$ cat config.mk
export PLATFORM = sky130hd
export DESIGN_NAME = dsr_shift_unit
export DESIGN_NICKNAME = d
export VERILOG_FILES = /design/src/rtl/dsr_pkg.sv /design/src/rtl/dsr_amount.sv /design/src/rtl/dsr_core.sv /design/src/rtl/dsr_outreg.sv /design/src/rtl/dsr_shift_unit.sv
export SDC_FILE = /design/constraint.sdc
export NUM_CORES = 1
export LEC_CHECK = 0
export BUFFER_PORTS_ARGS = -buffer_cell sky130_fd_sc_hd__buf_2
export CORE_UTILIZATION = 25
export CTS_CLUSTER_DIAMETER = 50
export DETAILED_ROUTE_END_ITERATION = 10
export GPL_TIMING_DRIVEN = 0
export PLACE_DENSITY_LB_ADDON = 0.1
export RECOVER_POWER = 50
export SLEW_MARGIN = 25
export SYNTH_ARGS = -nofsm -noshare
export SYNTH_HDL_FRONTEND = slang
export SYNTH_SLANG_ARGS = --single-unit
$ cat constraint.sdc
create_clock -name clk -period 5.9 [get_ports clk]
set_input_delay 1.18 -clock clk [delete_from_list [all_inputs] [get_ports clk]]
set_output_delay 1.18 -clock clk [all_outputs]
set_load 0.05 [all_outputs]
$ cat src/rtl/dsr_pkg.sv
// Package: shared encodings for the doubleword shift unit.
// Assumes op code bits [1:0] select the kind and bits [3:2] the amount form.
package dsr_pkg;

    // Kind of movement applied to the operand.
    typedef enum logic [1:0] {
        SK_LEFT  = 2'b00,
        SK_RIGHT = 2'b01,
        SK_ARITH = 2'b10,
        SK_ROTR  = 2'b11
    } shift_kind_e;

    // Where the shift amount comes from.
    typedef enum logic [1:0] {
        AF_IMM    = 2'b00,
        AF_IMM_HI = 2'b01,
        AF_REG    = 2'b10,
        AF_NONE   = 2'b11
    } amt_form_e;

    // Decoded view of an operation code.
    typedef struct packed {
        amt_form_e   form;
        shift_kind_e kind;
    } shift_op_t;

endpackage

$ cat src/rtl/dsr_amount.sv
// Module: dsr_amount
// Turns the amount form and its sources into one shift count and a flag
// that forces the result to zero for the unused form.
// Assumes DATA_W is a power of two; IMM_W is one bit narrower than the count.
module dsr_amount
    import dsr_pkg::*;
#(
    parameter int DATA_W = 64,
    parameter int CNT_W  = $clog2(DATA_W),
    parameter int IMM_W  = CNT_W - 1
) (
    input  amt_form_e          form_i,
    input  logic [IMM_W-1:0]   imm_i,
    input  logic [DATA_W-1:0]  amount_i,
    output logic [CNT_W-1:0]   cnt_o,
    output logic               zero_o
);

    localparam logic [CNT_W-1:0] HALF = CNT_W'(DATA_W / 2);

    // Upper amount bits are deliberately ignored; collected to mark intent.
    logic unused_amount_hi;
    assign unused_amount_hi = ^amount_i[DATA_W-1:CNT_W];

    // Select the effective count for the requested form.
    always_comb begin
        cnt_o  = '0;
        zero_o = 1'b0;
        unique case (form_i)
            AF_IMM:    cnt_o = CNT_W'(imm_i);
            AF_IMM_HI: cnt_o = CNT_W'(imm_i) + HALF;
            AF_REG:    cnt_o = amount_i[CNT_W-1:0];
            default:   zero_o = 1'b1;
        endcase
    end

endmodule

$ cat src/rtl/dsr_core.sv
// Module: dsr_core
// Logarithmic barrel shifter. Left shifts are done by mirroring the word,
// shifting right and mirroring back, so one right-moving ladder serves all
// four kinds. Each rung moves by a power of two; the bits entering from the
// top are zeros, sign copies, or the bits leaving at the bottom (rotate).
// Assumes DATA_W is a power of two and CNT_W = log2(DATA_W).
module dsr_core
    import dsr_pkg::*;
#(
    parameter int DATA_W = 64,
    parameter int CNT_W  = $clog2(DATA_W)
) (
    input  logic [DATA_W-1:0] din_i,
    input  logic [CNT_W-1:0]  cnt_i,
    input  shift_kind_e       kind_i,
    input  logic              zero_i,
    output logic [DATA_W-1:0] dout_o
);

    logic [DATA_W-1:0] mirrored_in;
    logic [DATA_W-1:0] mirrored_out;
    logic [DATA_W-1:0] ladder_in;
    logic [DATA_W-1:0] rung [CNT_W+1];
    logic              fill_bit;
    logic              is_left;
    logic              is_rot;

    assign is_left = (kind_i == SK_LEFT);
    assign is_rot  = (kind_i == SK_ROTR);

    // Sign copy for arithmetic right, zero for the logical kinds.
    assign fill_bit = (kind_i == SK_ARITH) ? din_i[DATA_W-1] : 1'b0;

    // Bit mirror of the input and of the ladder output.
    for (genvar b = 0; b < DATA_W; b++) begin : g_mirror
        assign mirrored_in[b]  = din_i[DATA_W-1-b];
        assign mirrored_out[b] = rung[CNT_W][DATA_W-1-b];
    end

    assign ladder_in = is_left ? mirrored_in : din_i;
    assign rung[0]   = ladder_in;

    // One rung per count bit, moving right by 2**s when that bit is set.
    for (genvar s = 0; s < CNT_W; s++) begin : g_rung
        localparam int DIST = 1 << s;
        logic [DATA_W-1:0] moved;
        assign moved = is_rot
                     ? {rung[s][DIST-1:0], rung[s][DATA_W-1:DIST]}
                     : {{DIST{fill_bit}}, rung[s][DATA_W-1:DIST]};
        assign rung[s+1] = cnt_i[s] ? moved : rung[s];
    end

    // Undo the mirror for left shifts and blank the unused form.
    always_comb begin
        if (zero_i)       dout_o = '0;
        else if (is_left) dout_o = mirrored_out;
        else              dout_o = rung[CNT_W];
    end

endmodule

$ cat src/rtl/dsr_outreg.sv
// Module: dsr_outreg
// Optional timing register at the result. When ENABLE is 1 the value is
// captured every rising edge with a synchronous active-low clear; when 0
// the value passes straight through.
module dsr_outreg #(
    parameter int DATA_W = 64,
    parameter bit ENABLE = 1'b1
) (
    input  logic              clk,
    input  logic              rst_n,
    input  logic [DATA_W-1:0] d_i,
    output logic [DATA_W-1:0] q_o
);

    if (ENABLE) begin : g_reg
        logic [DATA_W-1:0] q_r;
        // Capture the result, clearing it during reset.
        always_ff @(posedge clk) begin
            if (!rst_n) q_r <= '0;
            else        q_r <= d_i;
        end
        assign q_o = q_r;
    end else begin : g_wire
        logic unused_ctl;
        assign unused_ctl = clk ^ rst_n;
        assign q_o = d_i;
    end

endmodule

$ cat src/rtl/dsr_shift_unit.sv
// Module: dsr_shift_unit (top)
// Doubleword shift and rotate unit: decodes the 4-bit operation code into a
// kind and an amount form, forms the count, runs the barrel shifter and
// optionally registers the result. Assumes the caller holds inputs stable
// around the rising edge that captures them.
module dsr_shift_unit
    import dsr_pkg::*;
#(
    parameter int DATA_W  = 64,
    parameter int IMM_W   = $clog2(DATA_W) - 1,
    parameter bit OUT_REG = 1'b1
) (
    input  logic              clk,
    input  logic              rst_n,
    input  logic [DATA_W-1:0] operand_i,
    input  logic [IMM_W-1:0]  imm_i,
    input  logic [DATA_W-1:0] amount_i,
    input  logic [3:0]        op_i,
    output logic [DATA_W-1:0] result_o
);

    localparam int CNT_W = $clog2(DATA_W);

    shift_op_t         op_dec;
    logic [CNT_W-1:0]  cnt;
    logic              force_zero;
    logic [DATA_W-1:0] core_out;

    // Split the code into form and kind fields.
    assign op_dec = shift_op_t'(op_i);

    dsr_amount #(
        .DATA_W (DATA_W),
        .CNT_W  (CNT_W),
        .IMM_W  (IMM_W)
    ) i_amount (
        .form_i   (op_dec.form),
        .imm_i    (imm_i),
        .amount_i (amount_i),
        .cnt_o    (cnt),
        .zero_o   (force_zero)
    );

    dsr_core #(
        .DATA_W (DATA_W),
        .CNT_W  (CNT_W)
    ) i_core (
        .din_i  (operand_i),
        .cnt_i  (cnt),
        .kind_i (op_dec.kind),
        .zero_i (force_zero),
        .dout_o (core_out)
    );

    dsr_outreg #(
        .DATA_W (DATA_W),
        .ENABLE (OUT_REG)
    ) i_outreg (
        .clk   (clk),
        .rst_n (rst_n),
        .d_i   (core_out),
        .q_o   (result_o)
    );

    // Checks on the datapath, relating the count stage to the ladder output.
    AST_SLL_LOW_ZERO: assert property (@(posedge clk) disable iff (!rst_n)
        (op_dec.kind == SK_LEFT && !force_zero && cnt != '0) |-> core_out[0] == 1'b0);
    AST_SRL_TOP_ZERO: assert property (@(posedge clk) disable iff (!rst_n)
        (op_dec.kind == SK_RIGHT && !force_zero && cnt != '0) |-> core_out[DATA_W-1] == 1'b0);
    AST_SRA_SIGN_KEPT: assert property (@(posedge clk) disable iff (!rst_n)
        (op_dec.kind == SK_ARITH && !force_zero) |-> core_out[DATA_W-1] == operand_i[DATA_W-1]);
    AST_ROT_BITS_KEPT: assert property (@(posedge clk) disable iff (!rst_n)
        (op_dec.kind == SK_ROTR && !force_zero) |-> $countones(core_out) == $countones(operand_i));
    AST_ROT_ZERO_ID: assert property (@(posedge clk) disable iff (!rst_n)
        (op_dec.kind == SK_ROTR && !force_zero && cnt == '0) |-> core_out == operand_i);

    if (OUT_REG) begin : g_reg_checks
        AST_UNUSED_FORM_ZERO: assert property (@(posedge clk) disable iff (!rst_n)
            (op_i[3:2] == 2'b11) |=> result_o == '0);
    end

endmodule

# [Word-level counts from Yosys, hierarchy flattened]
# Cells that the tools add are included.
# Widths: inputs -> output; s select.
[totals] regBits=64 memories=0 mem_bits_rw=0 out_inout_bits=64 inputBits=139 elab_cells=26 latchBits=0 romBits=0
[op_classes] n_addsub=1 eq_ne=4 div_mod_pow=0 n_shift=0 order_cmp=0 multipliers=0 n_reduce_logical=4 mux=16 bitwise=0
[op_table] operator="$mux 64" n=14
[op_table] operator="$pmux 6 s3" n=1
[op_table] operator="$add 5x6->6 const B" n=1
[op_table] operator="$eq 2x2->1 const B" n=3
[op_table] operator="$logic_not 2->1" n=2
[op_table] operator="$reduce_or 3->1" n=1
[op_table] operator="$eq 2x1->1 const B" n=1
[op_table] operator="$reduce_and 2->1" n=1
[op_table] operator="$mux 1" n=1

# [Logic depth before layout (Yosys ltp)]
[logic_depth] word_depth=15 ltp_mapped=13 ltp_nobuf=9

# [By module]
# From an unflattened synthesis, not the netlist that was laid out.
[hier_totals] hier_cells=968 hier_area_um2=8653.3
[by_module_without_submodules] module="dsr_core" instances=1 seq_area_each_um2=0.0 area_each_um2=6772.7 cells_per_inst=824
[by_module_without_submodules] module="dsr_outreg" instances=1 seq_area_each_um2=1281.2 area_each_um2=1791.7 cells_per_inst=134
[by_module_without_submodules] module="dsr_amount" instances=1 seq_area_each_um2=0.0 area_each_um2=88.8 cells_per_inst=10

# [Worst setup path after synthesis]
# No wires, ideal clock.
[synth_timing] path_type="input -> register" start="input op_i[3]" end="register i_outreg.g_reg.q_r[42] (netlist: i_outreg.q_o[42])" arrival_time_ns=3.371 setup_time_ns=0.137 path_buffers=2 path_stages=11 required_ns=5.763 path_slack_ns=2.392 cell_sequence="and3b_1 buf_6 buf_2 o21ai_0 nand2_1 mux2_2 mux4_2 a221oi_1 nor2_1 a22oi_1 o211ai_1"
[synth_via] elab_chain_cells=14 word_cells_on_any_way=18 classes_between="eq/ne (2); mux (13); reduce/logical (3)"
[synth_lines] item="from (decl)" line="dsr_shift_unit.sv:18" text="input logic [3:0] op_i,"
[synth_lines] item="$eq 2x2->1 (tied with other cells)" line="dsr_amount.sv:29" text="unique case (form_i)"
[synth_lines] item="$pmux 6 s3" line="dsr_amount.sv:29"
[synth_lines] item="$mux 64" line="dsr_core.sv:50" text="assign rung[s+1] = cnt_i[s] ? moved : rung[s];"
[synth_lines] item="$mux 64" line="dsr_core.sv:48" text="? {rung[s][DIST-1:0], rung[s][DATA_W-1:DIST]}"
[synth_lines] item="$mux 64" line="dsr_core.sv:50"
[synth_lines] item="$mux 64" line="dsr_core.sv:48"
[synth_lines] item="$mux 64" line="dsr_core.sv:50"
[synth_lines] item="$mux 64" line="dsr_core.sv:48"
[synth_lines] item="$mux 64" line="dsr_core.sv:50"
[synth_lines] item="$mux 64" line="dsr_core.sv:48"
[synth_lines] item="$mux 64" line="dsr_core.sv:50"
[synth_lines] item="$mux 64" line="dsr_core.sv:48"
[synth_lines] item="$mux 64" line="dsr_core.sv:50"
[synth_lines] item="$mux 64" line="dsr_core.sv:56" text="else if (is_left) dout_o = mirrored_out;"
[synth_lines] item="to (signal assigned)" line="dsr_outreg.sv:20" text="else q_r <= d_i;"
[synth_lines] item="to (decl)" line="dsr_outreg.sv:16" text="logic [DATA_W-1:0] q_r;"
# Several ways; a longest one is shown, not always the timed one.
# A chain may end at the register's enable or synchronous reset.

# [Worst setup path after layout]
[layout_timing] start="input op_i[2]" end="register i_outreg.g_reg.q_r[46] (netlist: i_outreg.q_o[46])"
# Same word-level chain as after synthesis.

==> out/qor.yml <==
critical_path:
  cp_slowest_cell: "a222oi_1"
  crit_start: "op_i[2]"
  crit_chain: "buf_2, buf_4, nand3b_4, clkbuf_1, a221oi_1, a21oi_1, nor2_1, a211oi_1, nand2_1, a222oi_1, o32ai_1, a31oi_1"
  cpLargestDelayFamily: "compound AO/OA/AOI/OAI gates"
  path_buf_inv: 3
  crit_fanout: 10
  criticalPathCategory: "input pin to flip-flop"
  worstSetupEndpoint: "i_outreg.q_o[46]$_SDFF_PN0_"
  critPathCaptureType: "flip-flop"
  start_kind: "input pin"
  crit_cells: 12
  max_stage_delay_ns: 0.93
  cp.required_ns: 6.14
  crit_arrival_ns: 6.16
floorplan:
  core_area_um2: 38000
  die_y_um: 199
  die_w_um: 199
  die_area_um2: 39700
  initial_core_util: 0.256
  io_pins: 203
  rows: 71
logic_synthesis:
  syn-num-nets: 1470
  synth_edf_count: 0
  ys_seq_area_frac: 0.132
  synth_flop_cell: "dfxtp_1"
  ys_ff_latch: 64
  netlist_instances: 1331
  ys_types: 76
  synth.avg_cell_area_um2: 7.31
  synth_area_um2: 9740
  synth_async_sr_flop_share: 0
  synth_warnings: 0
global_routing:
  grt_pass1_vias: 13200
  grt-ovfl-total: 0
  grt_start_max_net_pins: 11
  grt_usage: 0.354
  antenna_found_initial: 0
  grt_pass1_wl_mm: 99.1
detailed_routing:
  drc: 5
  dr.pass1.iters: 11
  vias: 13869
  vias_per_cell: 6.93
  drtAntennaViolNets: 0
  drt_iter0_drc: 2409
  wl_mm: 71.5
  wire_per_inst_um: 35.7
placed_design:
  dpl.hpwl_mm: 56.9
  place_area_um2: 11100
  io_buffers: 142
  place.gp.congestion: 1.04
run:
  drv_cap: 0
sta:
  finalHoldViolations: 0
  slew_headroom: 0.236
  worstMarginPinSlew_ns: 1.13
  rsz0062_at_grt: "false"
  fin_crit_ns: 5.92
  holdWs_ns: 1.50
  max_freq_ghz: 0.169
  worst_slack_ns: -0.0173
  final_max_slew_viol_count: 0
  finalSetupViolations: 2
  fin_crit_sh: 1.00
finish:
  fin_area_um2: 11300
  layout-drive-gt1-share: 0.152
  fillCellCount: 4346
  syn_to_final_growth_pct: 16.4
  largest_reg_flops: 64
  nets: 1624
clock_tree:
  ctsHoldBuffers: 0
  post_cts_resized: 0
  postCtsSetupBuffers: 0
  clock-sinks: 64
  tritoncts: "built"
  numCtsBuffers: 9
  max-clock-path-buffers: 2
  path_clk_slew_ns: 0.05
  htreeDepth: 3
  root_buffer: "clkbuf_16"
status:
  violations: "design-rule violations, negative setup slack"
  status: "finished, violations left"
power_and_ir_drop:
  p_leak_nw: 4.26
  ir_worst_vdd_v: 0.000104
  power.density_nw_per_um2: 248
hold_path:
  hold_path.class: "input pin to flip-flop"
per-stage QoR:
| step | utilization | worst slack, ns | setup TNS [ns] | total power, mW | cells |
|---|---|---|---|---|---|
| after detailed placement | 0.292 | 0.203 | 0 | 2.20 | 1985 |
| after global placement | 0.292 | 0.0276 | 0 | 2.22 | 1984 |
| after floorplan | - | 2.39 | 0 | 1.55 | 1331 |
| after global routing | 0.298 | 0.00515 | 0 | 2.89 | 2000 |
| final | 0.298 | -0.0173 | -0.0205 | 2.81 | 2001 |
| after CTS | 0.300 | 0.527 | 0 | 2.74 | 2000 |
logic make-up (layout without fill, tap and decap cells):
| group | Yosys count | count (layout) | synth area share |
|---|---|---|---|
| compound gates | 533 | 533 | 0.371 |
| simple gates | 433 | 433 | 0.214 |
| mux | 158 | 158 | 0.213 |
| buf+inv | 142 | 300 | 0.0691 |
| flops | 64 | 64 | 0.132 |
| xor+xnor | 1 | 1 | 0.000900 |
| other cells | 0 | 1 | 0 |
routing by layer:
layer | global-route usage | up-vias | routed length [um] | share of wire
li1 | - | 5589 | - | -
met1 | 0.470 | 6797 | 28700 | 0.40
met2 | 0.509 | 1239 | 29000 | 0.41
met3 | 0.130 | 244 | 10100 | 0.14
met4 | 0.154 | 0 | 3660 | 0.051
met5 | 0 | - | 0 | 0
synthesized netlist by cell type (10+ instances only):
master	count	area share
buf_4	11	0.0085
o31ai_1	11	0.0085
a31oi_1	23	0.015
clkbuf_1	57	0.022
and3_1	20	0.013
dfxtp_1	64	0.13
buf_2	54	0.028
nand4_1	17	0.011
nand3_1	99	0.051
mux2i_1	110	0.11
and2_1	28	0.018
o22ai_1	38	0.024
nand2_1	147	0.057
o21ai_0	88	0.045
nor3_1	20	0.010
a22oi_1	41	0.032
a32oi_1	20	0.018
o211ai_1	25	0.019
nor2_1	67	0.026
mux4_2	38	0.088
o221ai_1	17	0.015
o21ai_1	20	0.010
a211oi_1	41	0.032
a21oi_1	97	0.050
a221oi_1	22	0.020
o21a_1	11	0.0085
mux2_2	10	0.012
final cells by class:
type                            count  area [um2]  share of cell area
Multi-Input combinational cell   1125        7790               0.688
Sequential cell                    64        1280               0.113
Buffer                            135         647              0.0571
Timing Repair Buffer              143         639              0.0564
Tap cell                          511         639              0.0564
Clock buffer                       11         233              0.0205
Clock inverter                      4        70.1             0.00618
Inverter                            7        26.3             0.00232
Antenna cell                        1        2.50            0.000221
how the worst min path moves through the flow:
stage                                             end  depth (start not counted)                        start
after floorplan           i_outreg.q_o[10]$_SDFF_PN0_                          2                        rst_n
after detailed placement                 result_o[32]                          1  i_outreg.q_o[32]$_SDFF_PN0_
after CTS                  i_outreg.q_o[1]$_SDFF_PN0_                          4                  amount_i[5]
after global placement                   result_o[23]                          1  i_outreg.q_o[23]$_SDFF_PN0_
after global routing       i_outreg.q_o[1]$_SDFF_PN0_                          4                  amount_i[5]
final                      i_outreg.q_o[1]$_SDFF_PN0_                          4                  amount_i[5]
report_power, final:
part           switching (mW)  total (mW)  internal (mW)
registers              0.0160       0.505          0.489
clock network           0.171       0.536          0.365
logic                    1.31        1.77          0.458
placed cells by master, fill, tap and decap left out, types with 20 or more instances in the layout:
| master | instances |
|---|---|
| mux2i_1 | 110 |
| a211oi_1 | 40 |
| a21oi_1 | 96 |
| a221oi_1 | 22 |
| clkbuf_1 | 122 |
| and3_1 | 20 |
| nor3_1 | 20 |
| nor2_1 | 67 |
| dfxtp_1 | 64 |
| a31oi_1 | 23 |
| and2_1 | 28 |
| mux4_2 | 38 |
| o211ai_1 | 25 |
| o21ai_0 | 88 |
| o22ai_1 | 38 |
| buf_2 | 133 |
| nand3_1 | 99 |
| a32oi_1 | 20 |
| o21ai_1 | 20 |
| a22oi_1 | 41 |
| nand2_1 | 147 |
worst min-delay path: stages:
cell and delay [ns]:
buf_2 0.10, a21oi_2 0.19, nand2_1 0.16, o211ai_1 0.12
Note: power is estimated with default switching activity, not from simulation.
